==> src/rtl/frame_seq_pkg.sv <==
package frame_seq_pkg;
  typedef enum logic [1:0] {
    OP_CALL_ABS = 2'd0,
    OP_CALL_REG = 2'd1,
    OP_TRAP     = 2'd2,
    OP_RETURN   = 2'd3
  } opKind_t;

  typedef struct packed {
    logic load;
    logic wrRa;
    logic wrFp;
    logic rdFp;
    logic rdRa;
    logic capFp;
    logic capRa;
    logic commitCall;
    logic commitRet;
    logic setErr;
  } frameCtl_t;
endpackage

==> src/rtl/frame_ctrl.sv <==
module frame_ctrl
  import frame_seq_pkg::*;
(
  input  logic      clk,
  input  logic      rstN,
  input  logic      start,
  input  logic [1:0] opKind,
  input  logic      misaligned,
  output frameCtl_t ctl,
  output logic      busy,
  output logic      done
);
  typedef enum logic [2:0] {
    ST_IDLE, ST_PUSH_RA, ST_PUSH_FP, ST_POP_FP, ST_POP_RA, ST_POP_WAIT,
    ST_COMMIT, ST_FIN
  } state_t;

  state_t state, nextState;
  logic   retMode;
  logic   accept;

  assign accept = start && (state == ST_IDLE);

  always_ff @(posedge clk) begin
    if (!rstN) begin
      state   <= ST_IDLE;
      retMode <= 1'b0;
    end else begin
      state <= nextState;
      if (accept) retMode <= (opKind == OP_RETURN);
    end
  end

  always_comb begin
    nextState = state;
    ctl       = '0;
    case (state)
      ST_IDLE: begin
        if (accept) begin
          if (misaligned) begin
            ctl.setErr = 1'b1;
            nextState  = ST_FIN;
          end else begin
            ctl.load  = 1'b1;
            nextState = (opKind == OP_RETURN) ? ST_POP_FP : ST_PUSH_RA;
          end
        end
      end
      ST_PUSH_RA:  begin ctl.wrRa = 1'b1; nextState = ST_PUSH_FP; end
      ST_PUSH_FP:  begin ctl.wrFp = 1'b1; nextState = ST_COMMIT; end
      ST_POP_FP:   begin ctl.rdFp = 1'b1; nextState = ST_POP_RA; end
      ST_POP_RA:   begin ctl.rdRa = 1'b1; ctl.capFp = 1'b1; nextState = ST_POP_WAIT; end
      ST_POP_WAIT: begin ctl.capRa = 1'b1; nextState = ST_COMMIT; end
      ST_COMMIT: begin
        ctl.commitCall = !retMode;
        ctl.commitRet  = retMode;
        nextState      = ST_FIN;
      end
      ST_FIN:  nextState = ST_IDLE;
      default: nextState = ST_IDLE;
    endcase
  end

  assign busy = (state != ST_IDLE) && (state != ST_FIN);
  assign done = (state == ST_FIN);

  AST_DONE_SINGLE: assert property (@(posedge clk) disable iff (!rstN)
    done |=> !done);
  AST_BUSY_THEN_DONE: assert property (@(posedge clk) disable iff (!rstN)
    $fell(busy) |-> done);
  AST_ERR_NO_BUSY: assert property (@(posedge clk) disable iff (!rstN)
    ctl.setErr |=> (!busy && done));
endmodule

==> src/rtl/frame_datapath.sv <==
module frame_datapath
  import frame_seq_pkg::*;
#(
  parameter int XLEN     = 32,
  parameter int LONG_RA  = 6,
  parameter int SHORT_RA = 2
) (
  input  logic            clk,
  input  logic            rstN,
  input  frameCtl_t       ctl,
  input  logic [1:0]      opKind,
  input  logic [XLEN-1:0] spIn,
  input  logic [XLEN-1:0] fpIn,
  input  logic [XLEN-1:0] instAddr,
  input  logic [XLEN-1:0] callTarget,
  input  logic [XLEN-1:0] trapVector,
  input  logic [XLEN-1:0] memRdata,
  output logic            memReq,
  output logic            memWe,
  output logic [XLEN-1:0] memAddr,
  output logic [XLEN-1:0] memWdata,
  output logic [XLEN-1:0] spOut,
  output logic [XLEN-1:0] fpOut,
  output logic [XLEN-1:0] pcOut,
  output logic            errFlag,
  output logic            misaligned
);
  localparam int SLOT       = XLEN / 8;
  localparam int ALIGN_BITS = $clog2(SLOT);
  localparam logic [XLEN-1:0] SLOT_V  = XLEN'(SLOT);
  localparam logic [XLEN-1:0] FRAME_V = XLEN'(3 * SLOT);

  logic [XLEN-1:0] spLat, fpLat, raLat, tgtLat, popFp, popRa;

  assign misaligned = (|spIn[ALIGN_BITS-1:0]) || (|fpIn[ALIGN_BITS-1:0]);

  always_ff @(posedge clk) begin
    if (!rstN) begin
      spLat   <= '0;
      fpLat   <= '0;
      raLat   <= '0;
      tgtLat  <= '0;
      popFp   <= '0;
      popRa   <= '0;
      spOut   <= '0;
      fpOut   <= '0;
      pcOut   <= '0;
      errFlag <= 1'b0;
    end else begin
      if (ctl.setErr) errFlag <= 1'b1;
      if (ctl.load) begin
        errFlag <= 1'b0;
        spLat   <= spIn;
        fpLat   <= fpIn;
        raLat   <= instAddr + ((opKind == OP_CALL_REG) ? XLEN'(SHORT_RA) : XLEN'(LONG_RA));
        tgtLat  <= (opKind == OP_TRAP) ? trapVector : callTarget;
      end
      if (ctl.capFp) popFp <= memRdata;
      if (ctl.capRa) popRa <= memRdata;
      if (ctl.commitCall) begin
        spOut <= spLat - FRAME_V;
        fpOut <= spLat - FRAME_V;
        pcOut <= tgtLat;
      end
      if (ctl.commitRet) begin
        spOut <= fpLat + FRAME_V;
        fpOut <= popFp;
        pcOut <= popRa;
      end
    end
  end

  always_comb begin
    memReq   = ctl.wrRa | ctl.wrFp | ctl.rdFp | ctl.rdRa;
    memWe    = ctl.wrRa | ctl.wrFp;
    memAddr  = '0;
    memWdata = '0;
    if (ctl.wrRa) begin
      memAddr  = spLat - (SLOT_V + SLOT_V);
      memWdata = raLat;
    end else if (ctl.wrFp) begin
      memAddr  = spLat - FRAME_V;
      memWdata = fpLat;
    end else if (ctl.rdFp) begin
      memAddr = fpLat;
    end else if (ctl.rdRa) begin
      memAddr = fpLat + SLOT_V;
    end
  end

  AST_ALIGNED_ACCESS: assert property (@(posedge clk) disable iff (!rstN)
    memReq |-> (memAddr[ALIGN_BITS-1:0] == '0));
  AST_SLOT_UNTOUCHED: assert property (@(posedge clk) disable iff (!rstN)
    (memReq && memWe) |-> (memAddr != spLat - SLOT_V));
  AST_ONE_STROBE: assert property (@(posedge clk) disable iff (!rstN)
    $onehot0({ctl.wrRa, ctl.wrFp, ctl.rdFp, ctl.rdRa}));
endmodule

==> src/rtl/frame_seq.sv <==
module frame_seq
  import frame_seq_pkg::*;
#(
  parameter int XLEN     = 32,
  parameter int LONG_RA  = 6,
  parameter int SHORT_RA = 2
) (
  input  logic            clk,
  input  logic            rstN,
  input  logic            start,
  input  logic [1:0]      opKind,
  input  logic [XLEN-1:0] spIn,
  input  logic [XLEN-1:0] fpIn,
  input  logic [XLEN-1:0] instAddr,
  input  logic [XLEN-1:0] callTarget,
  input  logic [XLEN-1:0] trapVector,
  output logic            memReq,
  output logic            memWe,
  output logic [XLEN-1:0] memAddr,
  output logic [XLEN-1:0] memWdata,
  input  logic [XLEN-1:0] memRdata,
  output logic            busy,
  output logic            done,
  output logic            errFlag,
  output logic [XLEN-1:0] spOut,
  output logic [XLEN-1:0] fpOut,
  output logic [XLEN-1:0] pcOut
);
  frameCtl_t ctl;
  logic      misaligned;

  frame_ctrl uCtrl (
    .clk(clk), .rstN(rstN), .start(start), .opKind(opKind),
    .misaligned(misaligned), .ctl(ctl), .busy(busy), .done(done)
  );

  frame_datapath #(.XLEN(XLEN), .LONG_RA(LONG_RA), .SHORT_RA(SHORT_RA)) uPath (
    .clk(clk), .rstN(rstN), .ctl(ctl), .opKind(opKind), .spIn(spIn), .fpIn(fpIn),
    .instAddr(instAddr), .callTarget(callTarget), .trapVector(trapVector),
    .memRdata(memRdata), .memReq(memReq), .memWe(memWe), .memAddr(memAddr),
    .memWdata(memWdata), .spOut(spOut), .fpOut(fpOut), .pcOut(pcOut),
    .errFlag(errFlag), .misaligned(misaligned)
  );

  AST_REQ_IN_BUSY: assert property (@(posedge clk) disable iff (!rstN)
    memReq |-> busy);
  AST_ERR_NO_ACCESS: assert property (@(posedge clk) disable iff (!rstN)
    (done && errFlag) |-> !memReq);
endmodule

==> config.mk <==
export PLATFORM = sky130hd
export DESIGN_NAME = frame_seq
export DESIGN_NICKNAME = d
export VERILOG_FILES = /design/src/rtl/frame_seq_pkg.sv /design/src/rtl/frame_ctrl.sv /design/src/rtl/frame_datapath.sv /design/src/rtl/frame_seq.sv
export SDC_FILE = /design/constraint.sdc
export NUM_CORES = 1
export LEC_CHECK = 0
export BUFFER_PORTS_ARGS = -buffer_cell sky130_fd_sc_hd__buf_2
export CORE_AREA = 3 3 207 209
export CTS_CLUSTER_SIZE = 10
export DETAILED_ROUTE_END_ITERATION = 6
export DIE_AREA = 0 0 210 212
export GPL_ROUTABILITY_DRIVEN = 0
export SLEW_MARGIN = 20
export SYNTH_ARGS = -nofsm -noshare
export SYNTH_HDL_FRONTEND = slang
export SYNTH_SLANG_ARGS = --single-unit
==> constraint.sdc <==
create_clock -name clk -period 2.9 [get_ports clk]
set_input_delay 0.145 -clock clk [delete_from_list [all_inputs] [get_ports clk]]
set_output_delay 0.145 -clock clk [all_outputs]
set_load 0.1 [all_outputs]
==> results.sh, run 1 <==
export IMPL_max_slew_worst_pin_slew_ps=804.6
export IMPL_fp_dieArea_mm2=0.04452
export IMPL_synth_edf_count=0
export IMPL_clock_skew_ps=21.08
export IMPL_grt_usage_pct=29.95
export IMPL_drive_gt1_share_pct=28.33
export IMPL_slew_viol_final=0
export IMPL_multi_input_area_mm2=0.009659
export IMPL_min_period_over_period_pct=104.9
export IMPL_wl_met1_um=28270
export IMPL_areaGrowthSynthToFinish_pct=51.07
export IMPL_synth_top_family_by_area="compound AO/OA/AOI/OAI gates"
export IMPL_initial_core_util_pct=37.91
export IMPL_drcViolationCount=1
export IMPL_detail_route_first_pass_iterations=7
export IMPL_p_per_area_mw_per_mm2=885.4
export IMPL_cts_buffers=37
export IMPL_cap_violations=0
export IMPL_cp_common_cell="or4_4"
export IMPL_fill_cells=3672
export IMPL_crit_slowest_cell="or4_4"
export IMPL_ys_ff_latch=293
export IMPL_regArea_mm2=0.005912
export IMPL_grt_remaining_overflow=0
export IMPL_wl_met2_um=31640
export IMPL_grt_pass1_vias=17450
export IMPL_yosys_area_top_type="dfxtp_1"
export IMPL_synth_top_flop_cell="dfxtp_1"
export IMPL_cts_tree="built"
export IMPL_yosysTopAreaCellShare_pct=37.72
export IMPL_cts_num_sinks=293
export IMPL_cp_arrival_ps=2900
export IMPL_dpl_hpwl_um=50200
export IMPL_die_x_um=210
export IMPL_synth_nets=2257
export IMPL_antenna_cells=0
export IMPL_ant_nets=0
export IMPL_wire_per_inst_um=22.39
export IMPL_synth_mux_area_share_pct=4.715
export IMPL_ys_warn_count=0
export IMPL_rsz0062_at_grt="true"
export IMPL_postRouteWirelength_um=70640
export IMPL_slew_limit_headroom_pct=45.79
export IMPL_wl_met3_um=6379
export IMPL_seq_area_frac_synth_pct=37.72
export IMPL_grt_pass1_wl_um=103900
export IMPL_cp_start_kind="flop"
export IMPL_drt_initial_drc_count=2028
export IMPL_synth_adder_area_share_pct=0.9333
export IMPL_worst_setup_path_end_kind="output port"
export IMPL_path_class="reg2out"
export IMPL_postSynth_asyncResetShare_pct=0
export IMPL_worst_slack_ps=-140.9
export IMPL_final_util_pct=57.28
export IMPL_synth_xor_area_share_pct=3.267
export IMPL_vias_per_cell=5.797
export IMPL_grt_max_degree=143
export IMPL_pre_cts_ws_ps=84.07
export IMPL_antenna_found_initial=0
export IMPL_crit_chain="or4_4 > or4_4 > mux2i_4 > nor3b_4 > a2bb2oi_4 > buf_12"
export IMPL_setup_viol=13
export IMPL_io_buffers=361
export IMPL_synth_cells=2049
export IMPL_clockBufferDepth=3
export IMPL_violations="design-rule violations, negative setup slack"
export IMPL_io_pins=362
export IMPL_syn_area_mm2=0.01555
export IMPL_leakagePower_nw=9.092
export IMPL_rows=74
export IMPL_fin_hold_ws_ps=12.25
export IMPL_syn_area_per_cell_um2=7.590
export IMPL_nets=2816
export IMPL_root_buffer="clkbuf_16"
export IMPL_hold_path_class="in2reg"
export IMPL_vias=18290
export IMPL_clk_latency_ps=560
export IMPL_top_layer="met4"
export IMPL_synth_area_leaders="dfxtp_1 (38%), nand2_1 (8.7%), a21oi_1 (7.1%)"
export IMPL_ctsHtreeMaxLevel=2
export IMPL_clk_pin_slew_worst_paths_ps=70
export IMPL_ir_worst_vdd_uv=1008
export IMPL_synthDistinctLibCells=72
export IMPL_fp_dieH_um=212
export IMPL_outcome="finished, violations left"
export IMPL_core_area_mm2=0.04102
export IMPL_critPathMaxFanout=5
export IMPL_hold_viol_final=0
export IMPL_slowest_delay_ps=580
export IMPL_worstPathRequired_ps=2760
export IMPL_fin_crit_ps=3041
export IMPL_max_freq_mhz=328.8
export IMPL_synthSimpleGateAreaFrac_pct=22.66
export IMPL_synth_compound_area_share_pct=25.01
[per-stage QoR]
stage	TNS (ps)	total power [mW]	instances	cell area, um^2
finish	-972.7	20.80	3155	23490
global route	-1924	21.43	3155	23490
CTS	-539.7	20.39	3134	23000
detailed placement	0	15.47	2873	19400
global placement	0	15.40	2873	19400
floorplan	-5228	12.31	2049	15830
[critical path: cells and delay by family (launching register included)]
family,cells,cell delay [ps]
multiplexers,1,220
AO/OA/AOI/OAI,1,180
buffers and inverters,1,190
flip-flops,1,330
AND/OR/NAND/NOR,3,1420
[layout by cell type (no fill, tap or decap), types with 16 or more instances in the layout]
master	netlist	routed
buf_12	0	68
nand4_1	28	28
a211oi_1	95	90
o211ai_1	17	17
a22o_1	31	29
dlygate4sd3_1	0	182
o21ai_0	99	88
clkbuf_16	0	38
a31oi_1	25	17
a21oi_1	220	207
nor3_1	44	36
dfxtp_2	0	16
nand3_1	51	48
mux2i_1	71	70
o31ai_1	19	17
xor2_1	21	21
nand2_1	362	358
buf_4	1	157
buf_2	12	297
inv_1	22	17
xnor2_1	37	37
dfxtp_1	293	270
nor2_1	155	153
nor4_1	41	31
[per-layer routing]
layer  up-vias  global-route usage (%)
met5         -                       0
met2      1015                   48.12
met4         0                   15.30
li1       8454                       -
met3       242                   6.493
met1      8578                   38.13
[synthesized netlist by cell type (4+ instances only)]
cell and instances:
nand3_1 51, o22ai_1 9, nor2b_1 8, and2_1 7, o21ai_0 99, nand2b_1 13
buf_2 12, a22o_1 31, or2_2 4, nor3_1 44, buf_1 13, and3_1 11
xnor2_1 37, o31a_1 10, or3_1 13, a31o_2 7, nor4_1 41, nor3b_1 7
nand4_1 28, o41ai_1 4, a211o_1 5, a21o_1 8, xor2_1 21, a221oi_1 7
inv_1 22, a211oi_1 95, nor2_1 155, dfxtp_1 293, o21a_1 9, mux2i_1 71
nand2_1 362, a22oi_1 6, a21oi_1 220, o211ai_1 17, clkbuf_1 175, a31oi_1 25
and4_1 4, o31ai_1 19, a21boi_0 4, ha_1 10, or4_1 18
[registers in the layout, summed over array words and instances (netlist names), 3 cells and up]
name / cells
uPath.popRa: 32
uPath.raLat: 32
uCtrl.state: 3
uPath.popFp: 32
uPath.tgtLat: 32
uPath.pcOut: 32
uPath.spOut: 32
uPath.fpOut: 32
uPath.fpLat: 32
uPath.spLat: 32
[power breakdown]
group	internal, mW	switching [mW]	leakage [nW]
Clock	2.40	1.85	0.516
Combinational	3.43	8.25	6.19
Sequential	4.52	0.348	2.39
[final timing paths]
check	start	to	slack, ps	cells after the start
worst min register to register	uPath.fpOut[8]$_SDFFE_PN0P_	uPath.fpOut[8]$_SDFFE_PN0P_	450	2
worst min-delay path	callTarget[19]	uPath.tgtLat[19]$_SDFFE_PN0P_	10	3
worst max register to register	uPath.spLat[8]$_SDFFE_PN0P_	uPath.spOut[18]$_SDFFE_PN0P_	30	7
worst max-delay path	uPath.spLat[8]$_SDFFE_PN0P_	memAddr[22]	-140	6
[final cells by class]
cell class,instances,share of cell area [%]
Timing Repair Buffer,723,25.89
Sequential cell,293,25.17
Clock buffer,47,4.186
Inverter,24,0.4154
Multi-Input combinational cell,1529,41.12
Tap cell,532,2.833
Clock inverter,7,0.3888
[cell families (layout without fill, tap and decap cells)]
| family | Yosys count | in the layout |
|---|---|---|
| AND/OR/NAND/NOR | 777 | 777 |
| AO/OA/AOI/OAI | 611 | 611 |
| flip-flops | 293 | 293 |
| buffers and inverters | 227 | 801 |
| multiplexers | 72 | 72 |
| XOR/XNOR | 58 | 58 |
| adder cells (fa/ha/maj) | 11 | 11 |
[timing repair]
item | 4_1_cts | 5_1_grt
hold endpoints to repair | 190 | 0
setup endpoints to repair | 58 | 56
hold buffers | 182 | 0
pin swaps | 20 | 30
resized for setup | 119 | 86
gates cloned | 0 | 1
buffers inserted | 26 | 20
Power figures use the tool's default switching activity.
==> inputs of run 2 (changes only) <==
Settings changed: CELL_PAD_IN_SITES_DETAIL_PLACEMENT set to 1, CELL_PAD_IN_SITES_GLOBAL_PLACEMENT set to 2, CORE_AREA 3 3 207 209 to 3 3 228 230, DIE_AREA 0 0 210 212 to 0 0 231 233, PLACE_DENSITY_LB_ADDON set to 0.1.
==> results.sh, run 2 (synthesis results as in run 1) <==
export IMPL_p_total_mw=21.22
export IMPL_max_slew_worst_pin_slew_ps=855.6
export IMPL_dpl_hpwl_um=57270
export IMPL_nets=2843
export IMPL_r2r_end="uPath.spOut[30]$_SDFFE_PN0P_"
export IMPL_drt_initial_drc_count=1283
export IMPL_wire_per_inst_um=24.02
export IMPL_fin_hold_ws_ps=40.13
export IMPL_reg2reg_depth=8
export IMPL_drcViolationCount=0
export IMPL_cp_start_kind="flop"
export IMPL_areaGrowthSynthToFinish_pct=54.57
export IMPL_fin_crit_ps=3071
export IMPL_antenna_cells=0
export IMPL_die_x_um=231
export IMPL_cp_arrival_ps=2930
export IMPL_violations="negative setup slack"
export IMPL_hold_viol_final=0
export IMPL_grt_pass1_wl_um=116800
export IMPL_crit_chain="nand4_1 > or4_1 > o21ai_0 > a21boi_0 > o31a_1 > buf_12"
export IMPL_clk_pin_slew_worst_paths_ps=50
export IMPL_grt_usage_pct=28.39
export IMPL_grt_remaining_overflow=0
export IMPL_slowest_delay_ps=570
export IMPL_leakagePower_nw=9.304
export IMPL_final_cells=3326
export IMPL_vias=18280
export IMPL_critPathMaxFanout=8
export IMPL_max_freq_mhz=325.7
export IMPL_vias_per_cell=5.497
export IMPL_detail_route_first_pass_iterations=5
export IMPL_slew_viol_final=0
export IMPL_ir_worst_vdd_uv=514.0
export IMPL_fp_dieH_um=233
export IMPL_worst_setup_path_end_kind="output port"
export IMPL_rows=82
export IMPL_reg2reg_slack_ps=-20
export IMPL_ctsHtreeMaxLevel=2
export IMPL_rsz0062_at_grt="true"
export IMPL_root_buffer="clkbuf_16"
export IMPL_dpl_cell_count=3040
export IMPL_clockBufferDepth=3
export IMPL_mostFrequentLayoutCells="nand2_1 (358), buf_2 (297), dfxtp_1 (264)"
export IMPL_drive_gt1_share_pct=29.95
export IMPL_io_buffers=361
export IMPL_clock_skew_ps=26.19
export IMPL_cap_violations=0
export IMPL_initial_core_util_pct=31.06
export IMPL_hold_path_class="in2reg"
export IMPL_cp_top_family="simple AND/OR/NAND/NOR gates"
export IMPL_fp_dieArea_mm2=0.05382
export IMPL_p_per_area_mw_per_mm2=882.9
export IMPL_core_area_mm2=0.05007
export IMPL_setup_viol=16
export IMPL_endpoint="memAddr[28]"
export IMPL_timing_rr_start="uPath.spLat[6]$_SDFFE_PN0P_"
export IMPL_postRouteWirelength_um=79870
export IMPL_worstPathRequired_ps=2760
export IMPL_grt_max_degree=165
export IMPL_crit_slowest_cell="dfxtp_1"
export IMPL_cts_tree="built"
export IMPL_grt_pass1_vias=18550
export IMPL_clk_latency_ps=570
export IMPL_cp_num_buf_inv=1
export IMPL_outcome="finished, violations left"
export IMPL_cts_num_sinks=293
export IMPL_worst_path_stages=6
export IMPL_worst_slack_ps=-170.6
export IMPL_final_common_cell="nand2_1"
export IMPL_slew_limit_headroom_pct=42.96
export IMPL_path_class="reg2out"
export IMPL_min_period_over_period_pct=105.9
export IMPL_antenna_found_initial=1
export IMPL_crit_start="uPath.fpLat[16]$_SDFFE_PN0P_"
export IMPL_cts_buffers=38
export IMPL_io_pins=362
export IMPL_ant_nets=0
[run 2: cell types whose count changed in the layout (fill, tap and decap cells not counted), moves of 4 or more]
cell and delta:
nor3_1 -4, a21oi_2 -5, dfxtp_2 +4, dlygate4sd3_1 -4, clkbuf_8 +5, buf_4 +28, dfxtp_1 -6, a21oi_1 +5
[run 2: worst min path at each step]
| stage | end | depth (start not counted) | start | slack, ps |
|---|---|---|---|---|
| 2_1_floorplan | uPath.raLat[1]$_SDFFE_PN0P_ | 1 | instAddr[1] | 240 |
| 3_3_place_gp | uPath.fpLat[7]$_SDFFE_PN0P_ | 3 | fpIn[7] | 390 |
| 3_5_place_dp | uPath.spLat[19]$_SDFFE_PN0P_ | 3 | spIn[19] | 400 |
| 4_1_cts | uPath.tgtLat[16]$_SDFFE_PN0P_ | 3 | trapVector[16] | 6 |
| 5_1_grt | uPath.tgtLat[16]$_SDFFE_PN0P_ | 3 | trapVector[16] | 30 |
| 6_report | uPath.tgtLat[16]$_SDFFE_PN0P_ | 3 | trapVector[16] | 40 |
[run 2: area by class of cell]
type | count | area, um^2
Fill cell | 5972 | 26030
Multi-Input combinational cell | 1530 | 9742
Timing Repair Buffer | 748 | 6289
Sequential cell | 293 | 5924
Clock buffer | 55 | 1106
Tap cell | 672 | 840.8
Inverter | 24 | 95.09
Clock inverter | 4 | 41.29
[run 2: routing by layer]
metal  up-vias  global-route usage, %  part of all wire, %  wire [um]
li1       8507                      -                    -          -
met1      8961                  36.16                   42      33760
met2       649                  46.87                   47      37630
met3       165                  6.134                  6.5       5208
met4         0                  11.16                  4.1       3272
met5         -                      0                    0          0
[run 2: per-stage QoR]
step | util (%) | cell area, um^2 | worst slack (ps) | setup TNS (ps)
detailed placement | 39.70 | 19880 | 33.35 | 0
floorplan | - | 15830 | -523.6 | -5228
finish | 48.01 | 24040 | -170.6 | -1086
CTS | 47.18 | 23620 | -174.7 | -1220
global placement | 39.70 | 19880 | 40.50 | 0
global route | 48.01 | 24040 | -276.2 | -2867
[run 2: what timing repair did]
item / CTS / global route
endpoints found under the setup margin: 45 / 33
endpoints found under the hold margin: 181 / 0
hold buffers: 178 / 0
gates cloned: 2 / 0
buffers inserted: 33 / 15
gates resized for setup: 138 / 71
pin swaps: 28 / 28
[run 2: worst min-delay path: cells and delay by family]
kind / cells / cell delay [ps]
mux: 1 / 90
compound gates: 1 / 220
buf+inv: 1 / 80
[run 2: power breakdown]
group	total, mW	internal [mW]	switching [mW]
logic	11.9	3.45	8.41
registers	4.88	4.53	0.359
clock network	4.48	2.63	1.85
==> inputs of run 3 (changes only) <==
Settings changed: ABC_AREA set to 1, CELL_PAD_IN_SITES_GLOBAL_PLACEMENT 2 to 1, CORE_AREA 3 3 228 230 to 3 3 207 209, DIE_AREA 0 0 231 233 to 0 0 210 212.
==> results.sh, run 3 <==
export IMPL_ant_nets=0
export IMPL_initial_core_util_pct=38.05
export IMPL_p_per_area_mw_per_mm2=912.4
export IMPL_synth_cells=2362
export IMPL_max_slew_worst_pin_slew_ps=962.8
export IMPL_vias=18900
export IMPL_postSynth_asyncResetShare_pct=0
export IMPL_worst_setup_path_end_kind="output port"
export IMPL_nets=3067
export IMPL_synth_nets=2570
export IMPL_antenna_found_initial=2
export IMPL_crit_start="uCtrl.state[0]$_SDFFE_PN0P_"
export IMPL_syn_area_per_cell_um2=6.608
export IMPL_cts_buffers=37
export IMPL_wire_per_inst_um=22.58
export IMPL_io_pins=362
export IMPL_rows=74
export IMPL_clock_skew_ps=23.57
export IMPL_max_freq_mhz=351.6
export IMPL_final_common_cell="nand2_1"
export IMPL_postRouteWirelength_um=76930
export IMPL_drive_gt1_share_pct=19.80
export IMPL_synth_edf_count=0
export IMPL_fp_dieH_um=212
export IMPL_vias_per_cell=5.548
export IMPL_fin_hold_ws_ps=27.46
export IMPL_hold_viol_final=0
export IMPL_drt_initial_drc_count=1362
export IMPL_mostFrequentLayoutCells="nand2_1 (578), o21ai_0 (294), buf_2 (294)"
export IMPL_cts_tree="built"
export IMPL_slew_viol_final=0
export IMPL_fin_area_mm2=0.02196
export IMPL_rsz0062_at_grt="true"
export IMPL_clk_latency_ps=560
export IMPL_detail_route_first_pass_iterations=5
export IMPL_netlist_top_cells_count="nand2_1 (581), o21ai_0 (307), dfxtp_1 (293)"
export IMPL_final_util_pct=53.55
export IMPL_syn_area_mm2=0.01561
export IMPL_path_class="reg2out"
export IMPL_drcViolationCount=0
export IMPL_ctsHtreeMaxLevel=2
export IMPL_die_x_um=210
export IMPL_place_area_mm2=0.01883
export IMPL_slowest_delay_ps=460
export IMPL_crit_chain="ha_1 > inv_1 > nor2_4 > inv_1 > o211ai_1 > o21ai_1 > o21ai_2 > buf_12"
export IMPL_grt_max_degree=125
export IMPL_root_buffer="clkbuf_16"
export IMPL_core_area_mm2=0.04102
export IMPL_leakagePower_nw=9.654
export IMPL_synthDistinctLibCells=47
export IMPL_fp_dieArea_mm2=0.04452
export IMPL_crit_slowest_cell="o211ai_1"
export IMPL_slew_limit_headroom_pct=35.58
export IMPL_setup_viol=0
export IMPL_final_cells=3407
export IMPL_setup_tns_ps=0
export IMPL_clockBufferDepth=3
export IMPL_grt_usage_pct=33.45
export IMPL_cap_violations=0
export IMPL_dpl_hpwl_um=53880
export IMPL_grt_pass1_vias=19680
export IMPL_io_buffers=361
export IMPL_dpl_cell_count=3166
export IMPL_seq_area_frac_synth_pct=37.58
export IMPL_worstPathRequired_ps=2760
export IMPL_cts_num_sinks=293
export IMPL_min_period_over_period_pct=98.09
export IMPL_synth_top_flop_cell="dfxtp_1"
export IMPL_grt_remaining_overflow=0
export IMPL_areaGrowthSynthToFinish_pct=40.73
export IMPL_endpoint="memAddr[8]"
export IMPL_yosysTopAreaCellShare_pct=37.58
export IMPL_reg2reg_depth=10
export IMPL_clk_pin_slew_worst_paths_ps=60
export IMPL_outcome="finished, final reports clean"
export IMPL_cp_arrival_ps=2700
export IMPL_hold_path_class="in2reg"
export IMPL_yosysMostFrequentCell="nand2_1"
export IMPL_synth_area_leaders="dfxtp_1 (38%), nand2_1 (14%), o21ai_0 (9.8%)"
export IMPL_ys_ff_latch=293
export IMPL_ys_warn_count=0
export IMPL_r2r_end="uPath.fpOut[17]$_SDFFE_PN0P_"
export IMPL_reg2reg_slack_ps=610
export IMPL_fin_crit_ps=2844
export IMPL_critPathMaxFanout=14
export IMPL_grt_pass1_wl_um=115900
export IMPL_yosys_area_top_type="dfxtp_1"
export IMPL_cp_start_kind="flop"
export IMPL_ir_worst_vdd_uv=695.4
export IMPL_timing_rr_start="uPath.spLat[4]$_SDFFE_PN0P_"
export IMPL_cp_common_cell="inv_1"
## run 3: cell count changes in the layout (fill, tap and decap cells not counted), moves of 111 or more
cell,change
nand2_1,+220
o21ai_0,+209
inv_1,+161
buf_4,-157
nor2_1,+116
nand3_1,+111
## run 3: how the worst min path moves through the flow
stage / to / slack [ps] / startpoint / cells after the start
final: uPath.raLat[21]$_SDFFE_PN0P_ / 30 / instAddr[21] / 3
after global routing: uPath.raLat[21]$_SDFFE_PN0P_ / 40 / instAddr[21] / 3
after CTS: uPath.raLat[21]$_SDFFE_PN0P_ / 8 / instAddr[21] / 3
after detailed placement: uPath.spLat[8]$_SDFFE_PN0P_ / 350 / spIn[8] / 3
after global placement: uPath.spLat[8]$_SDFFE_PN0P_ / 350 / spIn[8] / 3
after floorplan: uPath.spLat[12]$_SDFFE_PN0P_ / 250 / spIn[12] / 2
## run 3: where the power goes
part / switching [mW] / internal, mW
Sequential: 0.362 / 4.61
Clock: 1.81 / 2.52
Combinational: 8.00 / 2.73
Total: 10.2 / 9.87
## run 3: cell families (layout without fill, tap and decap cells)
logic type                 count (synthesis)  count (layout)  share of synthesized area (%)
and+or+nand+nor                         1123            1123                          30.55
AOI/OAI and AO/OA                        546             546                          18.42
muxes                                     32              32                          2.052
buffers and inverters                    319             831                          8.329
DFF                                      293             293                          37.58
other                                      0               1                              0
xor gates and xnor gates                  38              38                          2.132
adders and majority gates                 11              11                         0.9299
## run 3: area by class of cell
cell class	instances	area, um^2
fillers	5234	19050
inverters	199	757.0
diodes	1	2.502
repair buffers	578	4942
well taps	532	665.6
clock buffers	48	1008
flip-flops and latches	293	5872
clock inverters	6	83.83
multi-input cells	1750	8633
## run 3: what timing repair did
action / in CTS / in global routing
pin swaps: 0 / 1
endpoints found under the hold margin: 190 / 0
endpoints found under the setup margin: 40 / 41
buffers inserted: 0 / 2
hold buffers: 184 / 0
gates resized for setup: 23 / 27
## run 3: per-stage QoR
stage | setup WS (ps) | total power [mW]
2_1_floorplan | -486.4 | 12.03
3_3_place_gp | 201.3 | 15.14
3_5_place_dp | 204.2 | 15.28
4_1_cts | 15.97 | 19.90
5_1_grt | -29.75 | 20.77
6_report | 55.51 | 20.04
## run 3: metal layers
metal,global-route usage [%],wire [um]
met5,0,0
met3,6.035,5219
met2,56.47,36230
met4,14.95,3716
met1,41.97,31760
## run 3: critical path: cells and delay by family, from the launching register on
kind | cells | cell delay, ps
and+or+nand+nor | 1 | 90
AOI/OAI and AO/OA | 3 | 880
DFF | 1 | 400
adders and majority gates | 1 | 200
buffers and inverters | 3 | 580
